===== src/rtl/phase_div2_gen.sv =====
module phase_div2_gen #(
  parameter int N_OUT       = 4,
  parameter int SYNC_STAGES = 2
) (
  input  logic             clk_in,
  input  logic             rst_n,
  input  logic             pd_n,
  input  logic [N_OUT-1:0] phase_sel,
  output logic [N_OUT-1:0] clk_out
);

  localparam int LAST = SYNC_STAGES - 1;

  logic [N_OUT-1:0] sel_pipe [SYNC_STAGES];
  logic [SYNC_STAGES-1:0] pd_pipe;
  logic [N_OUT-1:0] sel_q;
  logic pd_q;
  logic run;
  logic tgl;

  always_ff @(posedge clk_in or negedge rst_n) begin
    if (!rst_n) begin
      for (int s = 0; s < SYNC_STAGES; s++) sel_pipe[s] <= '0;
      pd_pipe <= '0;
    end else begin
      sel_pipe[0] <= phase_sel;
      pd_pipe[0]  <= pd_n;
      for (int s = 1; s < SYNC_STAGES; s++) begin
        sel_pipe[s] <= sel_pipe[s-1];
        pd_pipe[s]  <= pd_pipe[s-1];
      end
    end
  end

  assign sel_q = sel_pipe[LAST];
  assign pd_q  = pd_pipe[LAST];
  assign run   = pd_q && (|sel_q);

  always_ff @(posedge clk_in or negedge rst_n) begin
    if (!rst_n)   tgl <= 1'b0;
    else if (run) tgl <= ~tgl;
    else          tgl <= 1'b0;
  end

  // next level: in phase with the toggle's next value, or its complement
  always_ff @(posedge clk_in or negedge rst_n) begin
    if (!rst_n) begin
      clk_out <= '0;
    end else begin
      for (int i = 0; i < N_OUT; i++)
        clk_out[i] <= run && (sel_q[i] ? ~tgl : tgl);
    end
  end

endmodule


===== config.mk =====
export PLATFORM = sky130hd
export DESIGN_NAME = phase_div2_gen
export DESIGN_NICKNAME = d
export VERILOG_FILES = /design/src/rtl/phase_div2_gen.sv
export SDC_FILE = /design/constraint.sdc
export NUM_CORES = 1
export LEC_CHECK = 0
export CORE_AREA = 2 2 39 41
export CTS_CLUSTER_SIZE = 12
export DETAILED_ROUTE_END_ITERATION = 10
export DIE_AREA = 0 0 41 43
export DONT_BUFFER_PORTS = 1
export PLACE_DENSITY_LB_ADDON = 0.15
export SLEW_MARGIN = 15
export SYNTH_ARGS = -nofsm -noshare
export SYNTH_HDL_FRONTEND = slang
export SYNTH_SLANG_ARGS = --single-unit

===== constraint.sdc =====
create_clock -name clk_in -period 1.5 [get_ports clk_in]
set_input_delay 0.45 -clock clk_in [delete_from_list [all_inputs] [get_ports clk_in]]
set_output_delay 0.45 -clock clk_in [all_outputs]
set_load 0.05 [all_outputs]

== After elaboration in Yosys (flattened, before gate mapping) ==
Cells that the tools add are included.
Cells by class
  reduce and logical (&&, ||, !) cells: 6
  bitwise gates (word level): 1
  mux-type cells: 5
Operators with widths (count)
  $logic_and 1x1->1: 5
  $mux 1: 5
  $reduce_or 4->1: 1
  $not 1->1: 1
Storage, ports and cells
  bits of input ports: 7
  register bits after elaboration: 15
  logic and storage cells: 17

== Logic depth before layout (Yosys ltp) ==
Gate-level depths: netlist of run 1.
  depth after elaboration: 3
  mapped depth: 3
  gate-level depth less buffers: 2

== Worst setup path before layout of run 1 ==
Ideal clock, no wire load.
  kind: flip-flop to flip-flop
  start point: register sel_pipe (netlist bit sel_q[1])
  end point: register clk_out[0]
  data required time: 1380 ps
  cell stages (with the launch flop): 3
  buffers on the path: 0
  arrival time: 1048 ps
  slack: 332 ps
  cell sequence: dfrtp_1 > or4b_1 > and3_1
Between the ends
  longest elaborated chain between the ends: 3
Ends and longest elaborated chain
  from (decl): line 14  | logic [N_OUT-1:0] sel_pipe [SYNC_STAGES];
  from (signal, indexed assignment): line 29  | sel_pipe[s] <= sel_pipe[s-1];
  $reduce_or 4->1: line 37  | assign run = pd_q && (|sel_q);
  $logic_and 1x1->1: line 37
  $logic_and 1x1->1: line 51  | clk_out[i] <= run && (sel_q[i] ? ~tgl : tgl);
  to (signal, indexed assignment): line 51
  to (decl): line 9  | output logic [N_OUT-1:0] clk_out
Every way passes these cells.

== Worst setup path in the final report of run 1 ==
  start point: register clk_out[0]
  end point: output clk_out[0]
No word-level cell between the ends.

==> qor.yml, run 1 <==
sta:
  clock.fmax_mhz: 739
  clock_skew_ps: 5.24
  slew_violations: 0
  timing.setup.tns_ps: 0
  tightest_slew_ps: 646
  finalHoldViolations: 0
  final-setup-viol-count: 0
  maxSlewHeadroom: 0.568
  min_period_over_period: 0.903
  post-route-min-period_ps: 1350
  fin_hold_ws_ps: 190
  rsz0062_at_grt: "no"
setup_path:
  rrSetupSlack_ps: 250
  cp.required_ps: 1050
  reg2reg_depth: 2
  r2r_end: "clk_out[3]"
  critPathCaptureType: "output port"
  setup.worst_path.class: "flop to output port"
  arrival_ps: 900
  start_kind: "flop"
  crit_fanout: 1
  r2r-start: "tgl"
  critPathLaunch: "clk_out[0]"
  cp_num_cells: 0
synthesis:
  synth-xor-area-share: 0.0700
  synthSimpleGateAreaFrac: 0.158
  synthAdderAreaFrac: 0
  ys_seq_elements: 15
  netlist-cell-type-count: 7
  synth_fp_nets: 37
  synth_area_um2: 500
  synth-seq-area-share: 0.750
  synth_top_family_by_area: "simple AND/OR/NAND/NOR gates"
  ys_warn_count: 0
  synth_compound_area_frac: 0
  synth_area_per_cell_um2: 16.7
  synthMuxAreaShare: 0
  syn_inst: 30
clock_network:
  cts_tree: "built"
  clk_pin_slew_ps: 90
  clk_latency_ps: 280
  postCtsSetupRepairBufs: 0
  clock_sinks: 15
  h-tree-depth: 1
  cts.path.max_buffers: 2
  cts_buffers: 3
  cts_repair_resize_count: 0
  ctsRootBufferMaster: "clkbuf_4"
run:
  maxCapViolCount: 0
drt:
  drt_iter0_drc: 0
  avgViaCountPerCell: 5.00
  drt-wirelength-per-cell_um: 12.1
  dr.pass1.iters: 1
  vias: 250
  postRouteAntennaNets: 0
  drc_errors: 0
  routed_wl_um: 606
min_path:
  hp-class: "primary input to flop"
  holdPathStages: 0
  hold_start: "pd_n"
  min_to: "pd_pipe[0]"
finish:
  drive_gt1_frac: 0.118
  instances_no_fill: 50
  n_antenna_cell: 0
  mostFrequentLayoutCells: "dfrtp_1, or4b_1, xor2_1, and3_1, clkbuf_4"
  syn_to_final_growth_pct: 9.25
  fin_util: 0.395
  final_cell_area_um2: 547
  nets: 42
  mostFrequentLayoutCell: "dfrtp_1"
power_and_ir_drop:
  p_seq_frac: 0.658
  p_leak_uw: 0.000252
  internal_power_uw: 544
  powerDensity_mw_per_mm2: 1340
  ir_drop_mv: 0.544
  power_switching_share: 0.260
  switching_power_uw: 191
  p_comb_frac: 0.039
  clock_power_share: 0.303
global_route:
  gr-usage-all-layers: 0.0903
  grt_max_degree: 16
  antenna_found_initial: 0
  grt_pass1_wl_um: 959
  grt_overflow_total: 0
  grt_pass1_vias: 237
placement:
  io_buffer_count: 0
  place_inst: 45
  gp_congestion: 0.657
  place_area_um2: 509
die:
  die-area_mm2: 0.00176
  placementRows: 14
  coreArea_mm2: 0.00138
  die_w_um: 41
  die_y_um: 43
  io_pins: 11
  start_util: 0.362
run_status:
  status: "complete, no violations"
[routing by layer]
metal  up-vias  track usage  part of all wire
met5         -            0                 0
met3         0       0.0471             0.086
li1        114            -                 -
met1       125       0.0793              0.37
met2        11        0.138              0.54
met4         0       0.0800                 0
[kinds of logic (layout without fill, tap and decap cells)]
family                 Yosys count  count (layout)
flip-flops                      15              15
AND/OR/NAND/NOR                 10              10
XOR/XNOR                         4               4
buffers and inverters            1               5
[synth_stat cells]
master	count	share of area
and3_1	4	0.050
buf_6	1	0.022
dfrtp_1	15	0.75
nor3b_1	1	0.015
nor4_1	1	0.013
or4b_1	4	0.080
xor2_1	4	0.070
[registers in the layout, summed over array words and instances (netlist names)]
register,cells
tgl,1
pd_pipe,2
sel_pipe,4
clk_out,4
sel_q,4
[layout make-up]
cell class / count / area [um^2]
Clock buffer: 3 / 22.5
Clock inverter: 1 / 5.00
Fill cell: 129 / 837
Multi-Input combinational cell: 14 / 114
Sequential cell: 15 / 375
Tap cell: 16 / 20.0
Timing Repair Buffer: 1 / 10.0
[worst max path at each step]
| stage | endpoint | slack [ps] |
|---|---|---|
| final | clk_out[0] | 150 |
| after global routing | clk_out[3] | 90 |
| after detailed placement | clk_out[3] | 270 |
| after CTS | clk_out[0] | 130 |
| after floorplan | clk_out[0] | 330 |
| after global placement | clk_out[2] | 290 |
[per-stage QoR]
step	worst slack (ps)	power [uW]
floorplan	332	511
global placement	290	511
detailed placement	265	513
CTS	130	747
global route	91.6	779
finish	146	735
[power groups by stage]
| stage | sequential, uW | combinational [uW] | clock [uW] |
|---|---|---|---|
| 2_1_floorplan | 484 | 26.5 | 0 |
| 3_3_place_gp | 491 | 19.9 | 0 |
| 3_5_place_dp | 493 | 20.4 | 0 |
| 4_1_cts | 484 | 30.1 | 233 |
| 5_1_grt | 489 | 34.1 | 256 |
| 6_report | 483 | 28.8 | 223 |
[timing repair]
item | in CTS | in global routing
hold buffers | 1 | 0
endpoints found under the hold margin | 15 | 0
setup endpoints to repair | 0 | 0
No activity file was read; power rests on OpenSTA's default activity.
==> run 2, diff against run 1 <==
--- a/config.mk
+++ b/config.mk
@@ -11,6 +11,7 @@
 export DIE_AREA = 0 0 41 43
 export DONT_BUFFER_PORTS = 1
 export PLACE_DENSITY_LB_ADDON = 0.15
+export SETUP_SLACK_MARGIN = 0.5
 export SLEW_MARGIN = 15
 export SYNTH_ARGS = -nofsm -noshare
 export SYNTH_HDL_FRONTEND = slang
==> run 2 against run 1 <==
Against the previous run:
- hold slack improved by 2.0 ps
- clock skew about the same
- sequential cell count unchanged
- non-clock buffer count rose by 5
- clock-buffer cell count increased by 1
- via count up 8.0%
- first-iteration DRC count grew 2
- critical endpoint is now clk_out[1]
- largest power group unchanged
==> qor.yml, run 2 (synthesis results as in run 1) <==
run_status:
  status: "complete, no violations"  # unchanged
finish:
  multi_input_area_um2: 129  # was 114 um^2
  mostFrequentLayoutCell: "dfrtp_1"  # unchanged
  regArea_um2: 382  # was 375 um^2
  mostFrequentLayoutCells: "dfrtp_1, dfrtp_2, buf_4"  # was dfrtp_1, or4b_1, xor2_1, and3_1, clkbuf_4
  syn_to_final_growth_pct: 21.2  # was 9.25%
  n_antenna_cell: 0  # unchanged
  nets: 47  # was 42
  nFillCells: 133  # was 129
  drive_gt1_frac: 0.359  # was 0.118
drt:
  drt_iter0_drc: 2  # was 0
  drc_errors: 0  # unchanged
  vias: 270  # was 250
  drt-wirelength-per-cell_um: 12.5  # was 12.1 um
  avgViaCountPerCell: 4.91  # was 5.00
  routed_wl_um: 688  # was 606 um
  postRouteAntennaNets: 0  # unchanged
  dr.pass1.iters: 2  # was 1
sta:
  clock_skew_ps: 5.49  # was 5.24 ps
  slew_violations: 0  # unchanged
  maxSlewHeadroom: 0.561  # was 0.568
  tightest_slew_ps: 658  # was 646 ps
  clock.fmax_mhz: 803  # was 739 MHz
  min_period_over_period: 0.830  # was 0.903
  rsz0062_at_grt: "yes"  # was no
  timing.setup.tns_ps: 0  # unchanged
  final-setup-viol-count: 0  # unchanged
  finalHoldViolations: 0  # unchanged
  post-route-min-period_ps: 1240  # was 1350 ps
  postLayoutSetupSlackWorst_ps: 255  # was 146 ps
  fin_hold_ws_ps: 192  # was 190 ps
clock_network:
  cts_buffers: 3  # unchanged
  cts.path.max_buffers: 2  # unchanged
  clk_latency_ps: 280  # about the same
  ctsRootBufferMaster: "clkbuf_4"  # unchanged
  clock_sinks: 15  # unchanged
  cts_tree: "built"  # unchanged
  clk_pin_slew_ps: 90  # about the same
  h-tree-depth: 1  # unchanged
placement:
  gp_congestion: 0.667  # was 0.657
  dp_slack_ps: 281  # was 265 ps
  io_buffer_count: 0  # unchanged
die:
  coreArea_mm2: 0.00138  # unchanged
  die_w_um: 41  # unchanged
  io_pins: 11  # unchanged
  start_util: 0.362  # unchanged
  die_y_um: 43  # unchanged
  placementRows: 14  # unchanged
  die-area_mm2: 0.00176  # unchanged
global_route:
  antenna_found_initial: 0  # unchanged
  gr-usage-all-layers: 0.110  # was 0.0903
  grt_pass1_vias: 292  # was 237
  grt_max_degree: 16  # unchanged
  grt_overflow_total: 0  # unchanged
  grt_pass1_wl_um: 1190  # was 959 um
setup_path:
  cp.required_ps: 1050  # about the same
  rrSetupSlack_ps: 280  # was 250 ps
  crit_fanout: 1  # unchanged
  setup.worst_path.class: "flop to output port"  # unchanged
  start_kind: "flop"  # unchanged
  arrival_ps: 790  # was 900 ps
  critPathCaptureType: "output port"  # unchanged
power_and_ir_drop:
  internal_power_uw: 560  # was 544 uW
  ir_drop_mv: 0.508  # was 0.544 mV
  p_seq_frac: 0.645  # was 0.658
  switching_power_uw: 192  # was 191 uW
  p_leak_uw: 0.000278  # was 0.000252 uW
  powerDensity_mw_per_mm2: 1240  # was 1340 mW/mm^2
  clock_power_share: 0.296  # was 0.303
  power_switching_share: 0.255  # was 0.260
  p_comb_frac: 0.059  # was 0.039
run:
  maxCapViolCount: 0  # unchanged
min_path:
  hp-class: "primary input to flop"  # unchanged
run 2: cell types whose count changed in the layout (fill, tap and decap cells not counted), sizes merged:
cell          previous run  this run
buf                      0         5
clkbuf                   3         4
clkinv                   1         0
dlygate4sd3              1         0
dlymetal6s4s             0         1
run 2: area by class of cell:
class | instances | area share
sequential | 15 | 0.629
multi-input combinational | 14 | 0.212
clock buffer | 4 | 0.0433
timing repair buffer | 6 | 0.0825
tap | 16 | 0.0330
run 2: final timing paths:
| path | start | end | cells after the start |
|---|---|---|---|
| worst max-delay path | clk_out[1] | clk_out[1] | 0 |
| min in group asynchronous | rst_n | pd_pipe[0] | 1 |
| worst max register to register | sel_q[1] | clk_out[3] | 2 |
| worst min-delay path | pd_n | pd_pipe[0] | 0 |
| worst min register to register | pd_pipe[0] | pd_pipe[1] | 0 |
| max in group asynchronous | rst_n | clk_out[0] | 1 |
run 2: what timing repair did:
item	CTS	global route
hold buffers	1	0
setup buffers	4	1
hold endpoints to repair	15	0
gates resized for setup	5	3
setup endpoints to repair	8	24
pin swaps	2	1
run 2: power groups by stage:
| stage | registers, uW | clock network (uW) | logic (uW) |
|---|---|---|---|
| after floorplan | 484 | 0 | 26.6 |
| after global placement | 491 | 0 | 19.9 |
| after detailed placement | 493 | 0 | 20.1 |
| after CTS | 485 | 234 | 39.3 |
| after global routing | 491 | 265 | 50.9 |
| final | 485 | 222 | 44.4 |
run 2: routing by layer:
| layer | part of all wire | track usage | routed length, um |
|---|---|---|---|
| met1 | 0.33 | 0.114 | 225 |
| met2 | 0.59 | 0.166 | 405 |
| met3 | 0.083 | 0.0471 | 57 |
| met4 | 0 | 0.0800 | 0 |
| met5 | 0 | 0 | 0 |
run 2: stage by stage:
step,total power (uW),cell area [um^2],utilization,std cells
6_report,752,607,0.439,55
5_1_grt,807,607,0.439,55
4_1_cts,758,582,0.420,54
3_5_place_dp,513,509,0.368,45
3_3_place_gp,511,509,0.368,45
2_1_floorplan,511,500,-,30
